### config.mk
export PLATFORM = sky130hd
export DESIGN_NAME = mdio_status_poller
export DESIGN_NICKNAME = d
export VERILOG_FILES = /design/src/rtl/mdio_poll_pkg.sv /design/src/rtl/mdio_clk_gen.sv /design/src/rtl/mdio_read_engine.sv /design/src/rtl/mdio_status_decode.sv /design/src/rtl/mdio_status_poller.sv
export SDC_FILE = /design/constraint.sdc
export NUM_CORES = 1
export LEC_CHECK = 0
export BUFFER_PORTS_ARGS = -buffer_cell sky130_fd_sc_hd__buf_4
export CAP_MARGIN = 20
export CORE_UTILIZATION = 55
export DETAILED_ROUTE_END_ITERATION = 12
export GPL_TIMING_DRIVEN = 0
export PLACE_DENSITY = 0.83
export SLEW_MARGIN = 10
export SYNTH_ARGS = -nofsm -noshare
export SYNTH_HDL_FRONTEND = slang
export SYNTH_SLANG_ARGS = --single-unit
### constraint.sdc
create_clock -name clk -period 7 [get_ports clk]
set_input_delay 1.4 -clock clk [delete_from_list [all_inputs] [get_ports clk]]
set_output_delay 1.4 -clock clk [all_outputs]
set_load 0.1 [all_outputs]
### src/rtl/mdio_poll_pkg.sv
package mdio_poll_pkg;
  localparam int PRE_BITS    = 32;
  localparam int HDR_BITS    = 14;
  localparam int DATA_BITS   = 16;
  localparam int POS_W       = 6;
  localparam int HDR_LAST    = PRE_BITS + HDR_BITS - 1;   // 45
  localparam int TA1_POS     = HDR_LAST + 1;              // 46
  localparam int DATA_FIRST  = TA1_POS + 2;               // 48
  localparam int FRAME_LAST  = DATA_FIRST + DATA_BITS - 1; // 63
  localparam logic [4:0] STATUS_REG = 5'd1;

  // bit positions inside the status word
  localparam int B_EXT   = 0;
  localparam int B_JAB   = 1;
  localparam int B_LINK  = 2;
  localparam int B_ANCAP = 3;
  localparam int B_RFLT  = 4;
  localparam int B_ANOK  = 5;
  localparam int B_NOPRE = 6;

  typedef struct packed {
    logic link;
    logic an_ok;
    logic rflt;
    logic jab;
    logic an_cap;
    logic ext;
  } phy_flags_t;
endpackage

### src/rtl/mdio_clk_gen.sv
module mdio_clk_gen #(
  parameter int MDC_HALF = 20
) (
  input  logic clk,
  input  logic rst,
  output logic mdc,
  output logic rise_ev,
  output logic fall_ev
);
  localparam int CW = $clog2(MDC_HALF) + 1;
  localparam logic [CW-1:0] WRAP = CW'(MDC_HALF - 1);

  logic [CW-1:0] cnt;
  logic          wrap;

  assign wrap    = (cnt == WRAP);
  assign rise_ev = wrap && !mdc;
  assign fall_ev = wrap && mdc;

  always_ff @(posedge clk) begin
    if (rst) begin
      cnt <= '0;
      mdc <= 1'b0;
    end else if (wrap) begin
      cnt <= '0;
      mdc <= ~mdc;
    end else begin
      cnt <= cnt + 1'b1;
    end
  end
endmodule

### src/rtl/mdio_read_engine.sv
module mdio_read_engine
  import mdio_poll_pkg::*;
#(
  parameter int IDLE_CYCLES = 64
) (
  input  logic        clk,
  input  logic        rst,
  input  logic        poll_en,
  input  logic [4:0]  phy_addr,
  input  logic        mdio_i,
  input  logic        rise_ev,
  input  logic        fall_ev,
  output logic        mdio_o,
  output logic        mdio_oe,
  output logic        done,
  output logic [15:0] word
);
  localparam int GW = $clog2(IDLE_CYCLES + 1);

  logic              busy;
  logic              skip_pre;
  logic [POS_W-1:0]  pos;
  logic [HDR_BITS-1:0] hdr;
  logic [15:0]       shreg;
  logic [GW-1:0]     gap;

  logic [POS_W-1:0]    start_pos, nxt_pos;
  logic [HDR_BITS-1:0] new_hdr, nxt_hdr;
  logic [15:0]         cap_word;
  logic                can_start;

  function automatic logic bit_at(input logic [POS_W-1:0] p,
                                  input logic [HDR_BITS-1:0] h);
    logic [POS_W-1:0] idx;
    idx = POS_W'(HDR_LAST) - p;
    if (p < POS_W'(PRE_BITS))      return 1'b1;
    else if (p <= POS_W'(HDR_LAST)) return h[idx[3:0]];
    else                            return 1'b1;
  endfunction

  always_comb begin
    start_pos = skip_pre ? POS_W'(PRE_BITS) : '0;
    new_hdr   = {2'b01, 2'b10, phy_addr, STATUS_REG};
    nxt_pos   = busy ? pos + 1'b1 : start_pos;
    nxt_hdr   = busy ? hdr : new_hdr;
    cap_word  = {shreg[14:0], mdio_i};
    can_start = !busy && poll_en && (gap == '0);
  end

  always_ff @(posedge clk) begin
    if (rst) begin
      busy     <= 1'b0;
      skip_pre <= 1'b0;
      pos      <= '0;
      hdr      <= '0;
      shreg    <= '0;
      gap      <= '0;
      mdio_o   <= 1'b1;
      mdio_oe  <= 1'b0;
      done     <= 1'b0;
      word     <= '0;
    end else begin
      done <= 1'b0;
      if (!busy && gap != '0) gap <= gap - 1'b1;
      if (fall_ev && (busy || can_start)) begin
        busy    <= 1'b1;
        pos     <= nxt_pos;
        hdr     <= nxt_hdr;
        mdio_o  <= bit_at(nxt_pos, nxt_hdr);
        mdio_oe <= (nxt_pos <= POS_W'(TA1_POS));
      end
      if (rise_ev && busy && pos >= POS_W'(DATA_FIRST)) begin
        shreg <= cap_word;
        if (pos == POS_W'(FRAME_LAST)) begin
          busy     <= 1'b0;
          done     <= 1'b1;
          word     <= cap_word;
          gap      <= GW'(IDLE_CYCLES);
          skip_pre <= skip_pre | cap_word[B_NOPRE];
        end
      end
    end
  end
endmodule

### src/rtl/mdio_status_decode.sv
module mdio_status_decode
  import mdio_poll_pkg::*;
(
  input  logic        clk,
  input  logic        rst,
  input  logic        done,
  input  logic [15:0] word,
  output logic        valid,
  output logic [15:0] status_word,
  output phy_flags_t  flags
);
  always_ff @(posedge clk) begin
    if (rst) begin
      valid       <= 1'b0;
      status_word <= '0;
      flags       <= '0;
    end else begin
      valid <= done;
      if (done) begin
        status_word  <= word;
        flags.link   <= word[B_LINK];
        flags.an_ok  <= word[B_ANOK];
        flags.rflt   <= word[B_RFLT];
        flags.jab    <= word[B_JAB];
        flags.an_cap <= word[B_ANCAP];
        flags.ext    <= word[B_EXT];
      end
    end
  end
endmodule

### src/rtl/mdio_status_poller.sv
module mdio_status_poller
  import mdio_poll_pkg::*;
#(
  parameter int MDC_HALF    = 20,
  parameter int IDLE_CYCLES = 64
) (
  input  logic        clk,
  input  logic        rst,
  input  logic        poll_en,
  input  logic [4:0]  phy_addr,
  output logic        mdc,
  output logic        mdio_o,
  output logic        mdio_oe,
  input  logic        mdio_i,
  output logic        link_up,
  output logic        an_done,
  output logic        remote_fault,
  output logic        jabber,
  output logic        an_capable,
  output logic        ext_regs,
  output logic        status_valid,
  output logic [15:0] status_word
);
  logic        rise_ev, fall_ev, done;
  logic [15:0] word;
  phy_flags_t  flags;

  mdio_clk_gen #(.MDC_HALF(MDC_HALF)) u_clk (
    .clk(clk), .rst(rst), .mdc(mdc), .rise_ev(rise_ev), .fall_ev(fall_ev)
  );

  mdio_read_engine #(.IDLE_CYCLES(IDLE_CYCLES)) u_eng (
    .clk(clk), .rst(rst), .poll_en(poll_en), .phy_addr(phy_addr),
    .mdio_i(mdio_i), .rise_ev(rise_ev), .fall_ev(fall_ev),
    .mdio_o(mdio_o), .mdio_oe(mdio_oe), .done(done), .word(word)
  );

  mdio_status_decode u_dec (
    .clk(clk), .rst(rst), .done(done), .word(word),
    .valid(status_valid), .status_word(status_word), .flags(flags)
  );

  assign link_up      = flags.link;
  assign an_done      = flags.an_ok;
  assign remote_fault = flags.rflt;
  assign jabber       = flags.jab;
  assign an_capable   = flags.an_cap;
  assign ext_regs     = flags.ext;
endmodule

# Word-level counts from Yosys, hierarchy flattened
# Cells that the tools add are included.
# classes
add_sub_neg	4
order_cmp	5
n_eq_ne	2
mux	14
bitwise	3
reduce_logical	16
# op_table
operator	n
$mux 7	3
$mux 14	1
$add 6x1->6 const B	2
$le 6x6->1 const B	2
$mux 6	2
$logic_and 1x1->1	8
$logic_not 7->1	1
$mux 1	7
$reduce_bool 7->1	1
$sub 7x1->7 const B	1
$eq 6x5->1 const B	1
$eq 6x6->1 const B	1
$ge 6x6->1 const B	1
$lt 6x6->1 const B	1
$lt 4x5->1 const B	1
$bmux 1 s4	1
$reduce_or 2->1	2
$sub 4x4->4 const A	1
$logic_not 1->1	2
$not 1->1	2
$reduce_and 2->1	1
$logic_or 1x1->1	1
$or 1x1->1	1
# word_totals
regBits	93
in_bits	9
output_inout_bits	26
word_cells	64

# Depth between registers and ports, before layout
# Gate-level depths: netlist of run 1.
# depth
word_depth	8
ltp_mapped	9

# Modules after synthesis
# A second synthesis of run 1 with hierarchy kept.
# unflattened
hier_cells	388
area_unflattened_um2	3529.6
# modules_own_cells
mod	instances	cells_per_inst	area_each_um2	seq_area_each_um2
mdio_read_engine	1	297	2575.0	1261.2
mdio_status_decode	1	60	653.1	340.3
mdio_clk_gen	1	31	301.5	140.1

# Least setup slack after synthesis of run 1
# OpenSTA, ideal clock, no wires.
# synth_path
kind	reg-to-output
from	reg u_dec.status_word[0]
to	out status_word[0]
t_arrival_ns	1.373
required_time_ns	5.600
setup_slack_ns	4.227
path_stages_with_launch	2
n_path_buf	1
path_cell_list	dfxtp_1 -> buf_4
# synth_rtl
element	line	rtl
start: declaration	mdio_status_decode.sv:9	output logic [15:0] status_word,
start signal: assignment	mdio_status_decode.sv:20	status_word <= word;
end: declaration	mdio_status_poller.sv:22	output logic [15:0] status_word
# No word-level cell between the ends.

# Worst setup path in the final report of run 1
# layout_path
from	in rst
to	reg u_dec.status_word[14]
# layout_rtl
element	line	rtl
start: declaration	mdio_status_poller.sv:8	input logic rst,
# No word-level cell between the ends.

==> results by group, run 1 <==
Critical path
  • CP Max Fanout: 10
  • Critical path arrival: 2.79 ns
  • CP Launch Type: primary input
  • Reg2Reg Capture Point: u_eng.mdio_o
  • Critical path class: primary input to flop
  • Register-to-register setup slack: around 4.5 ns
  • Crit path capture: u_dec.status_word[14]
  • Crit path capture type: flop
  • R2R depth: 8
  • Reg2reg start: u_eng.pos[0]
  • CP Launch Point: rst
  • CP required: 7.22 ns

Pwr
  • Pint: 0.718 mW
  • Sw Ratio: 0.257
  • Seq pwr share: 0.540
  • Clk pwr share: 0.367
  • Total Power: 0.966 mW
  • Max rail drop VDD: 0.149 mV
  • Logic pwr share: 0.093
  • Psw: 0.248 mW
  • Cell Pwr Density: around 240 nW/um^2
  • Leakage power: roughly 1.7 nW

Clock network
  • CTS buffer count: 9
  • Post-CTS setup buffer count: 0
  • Clk sinks: 87
  • Post-CTS resize count: 0
  • Clk buf depth: 2
  • Hold_buf cts: 0
  • Reg clk slew, reported paths: 0.09 ns
  • CTS tree: built
  • Clk root buf: clkbuf_8
  • Worst-Skew Late Latency: between 0.3 and 0.4 ns
  • H-tree levels: 3

Synthesis
  • Synth cell types: 42
  • Synth Net Count: 350
  • Ys Warns: 0
  • Mapped Avg Cell Area: 10.1 sq um
  • Cells after synthesis: 336
  • Seq cells post-synth: 87
  • Register area share after synthesis: 0.511
  • Post-Synthesis Cell Area: 3410 sq um

STA
  • Slew Viols, Final: 0
  • Hold Vio Cnt, Final: 0
  • Fmax: 389 MHz
  • Final setup fails: 0
  • Fin Setup TNS: 0 ns
  • Minimum clock period: 2.57 ns
  • Final worst slack: 4.43 ns
  • Max_slew headroom: 0.532
  • Final Cycle Share: 0.367
  • Least-Margin Pin Slew: slightly below 0.7 ns
  • Clock skew: 0.0178 ns
  • RSZ-0062 raised after global routing: false

Layout
  • Fin util: 0.664
  • N_diodes: 0
  • Fin nets: 394
  • Fill count: 482
  • Area growth syn-to-layout: 16.0%
  • Share of cells above drive strength 1: 0.174

Detailed routing
  • Total vias in the final route: 2,505
  • Total iterations of the first detailed-routing run: 4
  • ANT nets after route: 0
  • WL/cell: approximately 14 um
  • Drt drc: 0
  • Iteration-0 DRC Markers: roughly 130
  • Detailed Route WL: 6320 um
  • Vias per inst: 5.45

Run status
  • Status: completed

Global route
  • Grt total ovfl: 0
  • GRT Resource Usage Total: 0.213
  • Antenna violations before repair: 0
  • Largest net degree at the start of global routing: 17
  • First-pass GRT wire length: 10,500 um
  • Number of global-route vias before repair: 2,353

Placement
  • DP HPWL: 4540 um
  • Place WS: 4.07 ns
  • RePlAce Congestion: approximately 0.88
  • Port bufs: 33

Die
  • Die area: 6520 sq um
  • Die W: 80.7 um
  • Initial Utilization: 0.572
  • Core footprint: 5960 sq um
  • Row count: 28
  • Die extent in y: 80.7 um
  • IO Pins: 35

Hold path
  • WHS Path Cells: 1
  • Hold Path Class: flop to flop

Job
  • Max-cap violations: 0
worst max-delay path: stages:
cell and delay (ns):
clkbuf_1 0.30, clkbuf_1 0.46, clkbuf_1 0.50, nor2_1 0.12
kinds of logic after synthesis:
logic type | synth area share
AO/OA/AOI/OAI | 0.0921
XOR/XNOR | 0.0308
adder cells (fa/ha/maj) | 0.0183
buffers and inverters | 0.0444
flip-flops | 0.511
multiplexers | 0.136
AND/OR/NAND/NOR | 0.167
cell type report:
type,instances,area (sq um),share of cell area
flip-flops and latches,87,1740,0.440
multi-input cells,220,1520,0.383
repair buffers,33,248,0.0626
plain buffers,23,129,0.0326
clock buffers,9,124,0.0313
well taps,75,93.8,0.0237
clock inverters,7,80.1,0.0202
inverters,6,22.5,0.00569
layer usage:
layer  share of wire  track usage  vias up
li1                -            -     1246
met1            0.47        0.270     1195
met2            0.47        0.341       54
met3           0.044       0.0438       10
met4           0.019        0.118        0
met5               0            0        -
cell usage in the layout, fill, tap and decap left out, types with 5 or more instances in the layout:
| cell type | n |
|---|---|
| a21oi_1 | 7 |
| a22o_1 | 17 |
| and2_1 | 10 |
| and3_1 | 5 |
| buf_4 | 40 |
| clkbuf_1 | 11 |
| clkbuf_8 | 9 |
| dfxtp_1 | 87 |
| ha_1 | 5 |
| inv_1 | 6 |
| mux2i_1 | 43 |
| nand2_1 | 15 |
| nand3_1 | 8 |
| nor2_1 | 60 |
| o21ai_0 | 5 |
| xnor2_1 | 5 |
| xor2_1 | 7 |
state kept, by name (all words and copies together), names as in the netlist, 6 cells and up:
register / count
u_dec.status_word: 16
u_eng.word: 16
u_eng.shreg: 15
u_eng.hdr: 14
u_eng.gap: 7
u_clk.cnt: 6
u_eng.pos: 6
power groups by stage:
stage,Clock [mW],Sequential [mW],Combinational (mW)
2_1_floorplan,0,0.530,0.0730
3_3_place_gp,0,0.532,0.0869
3_5_place_dp,0,0.533,0.0899
4_1_cts,0.360,0.521,0.0906
5_1_grt,0.381,0.524,0.103
6_report,0.355,0.521,0.0898
per-stage QoR:
| step | hold WS, ns | area (sq um) | instances |
|---|---|---|---|
| 2_1_floorplan | 0.418 | 3410 | 336 |
| 3_3_place_gp | 0.430 | 3750 | 444 |
| 3_5_place_dp | 0.440 | 3750 | 444 |
| 4_1_cts | 0.461 | 3960 | 460 |
| 5_1_grt | 0.484 | 3960 | 460 |
| 6_report | 0.456 | 3960 | 460 |
worst min-delay path by stage:
stage,start,endpoint
5_1_grt,u_clk.cnt[0],u_clk.cnt[0]
4_1_cts,u_clk.cnt[0],u_clk.cnt[0]
2_1_floorplan,u_clk.cnt[0],u_clk.cnt[0]
3_3_place_gp,u_clk.cnt[0],u_clk.cnt[0]
6_report,u_clk.cnt[0],u_clk.cnt[0]
3_5_place_dp,u_clk.cnt[0],u_clk.cnt[0]
cell usage after synthesis, drive strengths merged:
cell / count / area share
a22o: 17 / 0.044
ha: 5 / 0.018
a211oi: 1 / 0.0022
nor2b: 2 / 0.0037
clkbuf: 11 / 0.012
a31oi: 2 / 0.0037
inv: 6 / 0.0066
a41oi: 2 / 0.0051
nor3b: 2 / 0.0044
xnor2: 5 / 0.013
dfxtp: 87 / 0.51
a31o: 1 / 0.0026
a22oi: 2 / 0.0044
o221a: 1 / 0.0033
o21ai: 5 / 0.0073
nand2: 15 / 0.017
nand2b: 1 / 0.0018
nor4b: 1 / 0.0070
nor4: 1 / 0.0018
a21oi: 7 / 0.010
and4b: 1 / 0.0029
and4: 1 / 0.0026
o21a: 2 / 0.0044
xor2: 7 / 0.018
and3: 5 / 0.0092
nand3b: 2 / 0.0044
nor3: 2 / 0.0029
mux2i: 43 / 0.13
buf: 12 / 0.026
or3: 3 / 0.0070
a311oi: 2 / 0.0051
nor2: 61 / 0.068
mux2: 1 / 0.0033
nand3: 9 / 0.017
and2: 10 / 0.018
mux4: 1 / 0.0066
(Power assumes the default switching activity.)
==> run 2: changes to the inputs <==
Settings changed: CORE_UTILIZATION 55 to 52.
Clock period 7 ns to 2.3 ns, I/O delays scaled along.
==> results by group, run 2 (synthesis results as in run 1) <==
STA
  • Clock skew: 0.0111 ns (-0.00667 ns)
  • Slew Viols, Final: 0 (unchanged)
  • Least-Margin Pin Slew: 0.723 ns (+0.0276 ns)
  • Final worst slack: 0.134 ns (-4.29 ns)
  • Min Hold Slack: 0.323 ns (-0.132 ns)
  • RSZ-0062 raised after global routing: false
  • Hold Vio Cnt, Final: 0 (unchanged)
  • Fin Setup TNS: 0 ns (unchanged)
  • Minimum clock period: 2.17 ns
  • Final setup fails: 0 (unchanged)
  • Final Cycle Share: 0.942
  • Max_slew headroom: 0.518 (-0.0135)
  • Fmax: 462 MHz

Placement
  • Area after DPL: 3750 sq um (about the same)
  • Placed insts: 446 (+0.45%)
  • Port bufs: 33 (unchanged)
  • Place WS: -0.160 ns (-4.23 ns)
  • DP HPWL: 4400 um (-3.2%)
  • RePlAce Congestion: 0.844 (-3.6%)

Pwr
  • Total Power: 3.01 mW (+210%)
  • Leakage power: 1.67 nW (+0.65%)
  • Max rail drop VDD: 0.568 mV (+280%)
  • Cell Pwr Density: 750 nW/um^2 (+210%)

Layout
  • Post-Layout Inst Area: 4010 sq um (+1.5%)
  • Most frequent cells in the layout: 83 x dfxtp_1, 60 x nor2_1, 43 x mux2i_1
  • Area growth syn-to-layout: 17.7%
  • Fill count: 523 (+8.5%)
  • Most common cell after layout, fill and taps aside: dfxtp_1
  • Seq. cell area: 1750 sq um (+0.29%)
  • Fin util: 0.632 (-0.0322)
  • Final cell count without fillers: 461 (+0.22%)
  • Share of cells above drive strength 1: 0.203 (+0.0291)
  • N_diodes: 0 (unchanged)
  • Largest regs: u_dec.status_word x16, u_eng.word x16, u_eng.shreg x15
  • Fin nets: 394 (unchanged)
  • Area occupied by multi-input gates: 1540 sq um (+1.8%)

Die
  • Row count: 29 (+3.6%)
  • Die area: 6880 sq um (+5.6%)
  • Die extent in y: 83.0 um (+2.8%)
  • Core footprint: 6350 sq um (+6.6%)
  • IO Pins: 35 (unchanged)
  • Initial Utilization: 0.537 (-0.0355)
  • Die W: 83.0 um (+2.8%)

Critical path
  • Largest stage delay, worst path: 0.40 ns (-0.10 ns)
  • CP Max Fanout: 10 (unchanged)
  • CP required: 2.55 ns (-4.67 ns)
  • CP cell instances: ha_2, nor4b_4, nand3_4, or3_4, and2_1, buf_6, buf_6, a22o_1
  • Slowest CP cell: or3_4
  • Critical path class: flop to flop
  • Critical path arrival: 2.42 ns (-0.37 ns)
  • Most frequent CP cell: buf_6
  • CP Launch Type: flop
  • Crit path capture type: flop

Detailed routing
  • ANT nets after route: 0 (unchanged)
  • Vias per inst: 5.35 (-1.7%)
  • WL/cell: 13.6 um (-0.94%)
  • Detailed Route WL: 6280 um (-0.73%)
  • Iteration-0 DRC Markers: 106 (-17%)
  • Drt drc: 0 (unchanged)
  • Total iterations of the first detailed-routing run: 4 (unchanged)
  • Total vias in the final route: 2,468 (-1.5%)

Global route
  • GRT Resource Usage Total: 0.195 (-0.0188)
  • Antenna violations before repair: 0 (unchanged)
  • Largest net degree at the start of global routing: 16 (-1)
  • First-pass GRT wire length: 10,700 um (+1.3%)
  • Grt total ovfl: 0 (unchanged)
  • Number of global-route vias before repair: 2,286 (-2.8%)

Clock network
  • Clk sinks: 87 (unchanged)
  • CTS tree: built
  • CTS buffer count: 9 (unchanged)
  • Clk buf depth: 2 (unchanged)
  • Hold_buf cts: 0 (unchanged)
  • H-tree levels: 3 (unchanged)
  • Clk root buf: clkbuf_8
  • Worst-Skew Late Latency: 0.36 ns (about the same)
  • Reg clk slew, reported paths: 0.09 ns (about the same)

Hold path
  • Hold Path Class: primary input to flop

Job
  • Max-cap violations: 0 (unchanged)

Run status
  • Status: completed
run 2: what timing repair did:
item,in CTS,in global routing
setup endpoints to repair,12,19
gates cloned,0,0
resized for setup,5,8
buffers inserted,1,1
pin swaps,1,0
run 2: path summary, 6_finish.rpt:
path                                    from        endpoint  slack [ns]  cells after the start
worst min-delay path                  mdio_i   u_eng.word[0]        0.32                      2
worst max-delay path            u_clk.cnt[0]  u_eng.word[11]        0.13                      8
worst max register to register  u_clk.cnt[0]  u_eng.word[11]        0.13                      8
worst min register to register  u_clk.cnt[0]    u_clk.cnt[0]        0.43                      1
run 2: worst max-delay path: cells and delay by family, from the launching register on:
kind | cells | cell delay (ns)
AOI/OAI and AO/OA | 1 | 0.23
adders and majority gates | 1 | 0.21
buffers and inverters | 2 | 0.27
DFF | 1 | 0.35
and+or+nand+nor | 4 | 1.00
run 2: report_power, final:
| part | switching (mW) | internal [mW] |
|---|---|---|
| Combinational | 0.160 | 0.120 |
| Sequential | 0.0385 | 1.55 |
| Clock | 0.531 | 0.612 |
run 2: metal layers:
layer,routed length [um],vias to the layer above,track usage
li1,-,1252,-
met1,3000,1173,0.245
met2,2970,32,0.313
met3,180,11,0.0527
met4,130,0,0.0862
met5,0,-,0
run 2: area by class of cell:
type | count | share of cell area
Sequential cell | 87 | 0.435
Multi-Input combinational cell | 220 | 0.385
Timing Repair Buffer | 35 | 0.0655
Clock buffer | 9 | 0.0309
Buffer | 21 | 0.0306
Tap cell | 77 | 0.0240
Clock inverter | 6 | 0.0234
Inverter | 6 | 0.00561
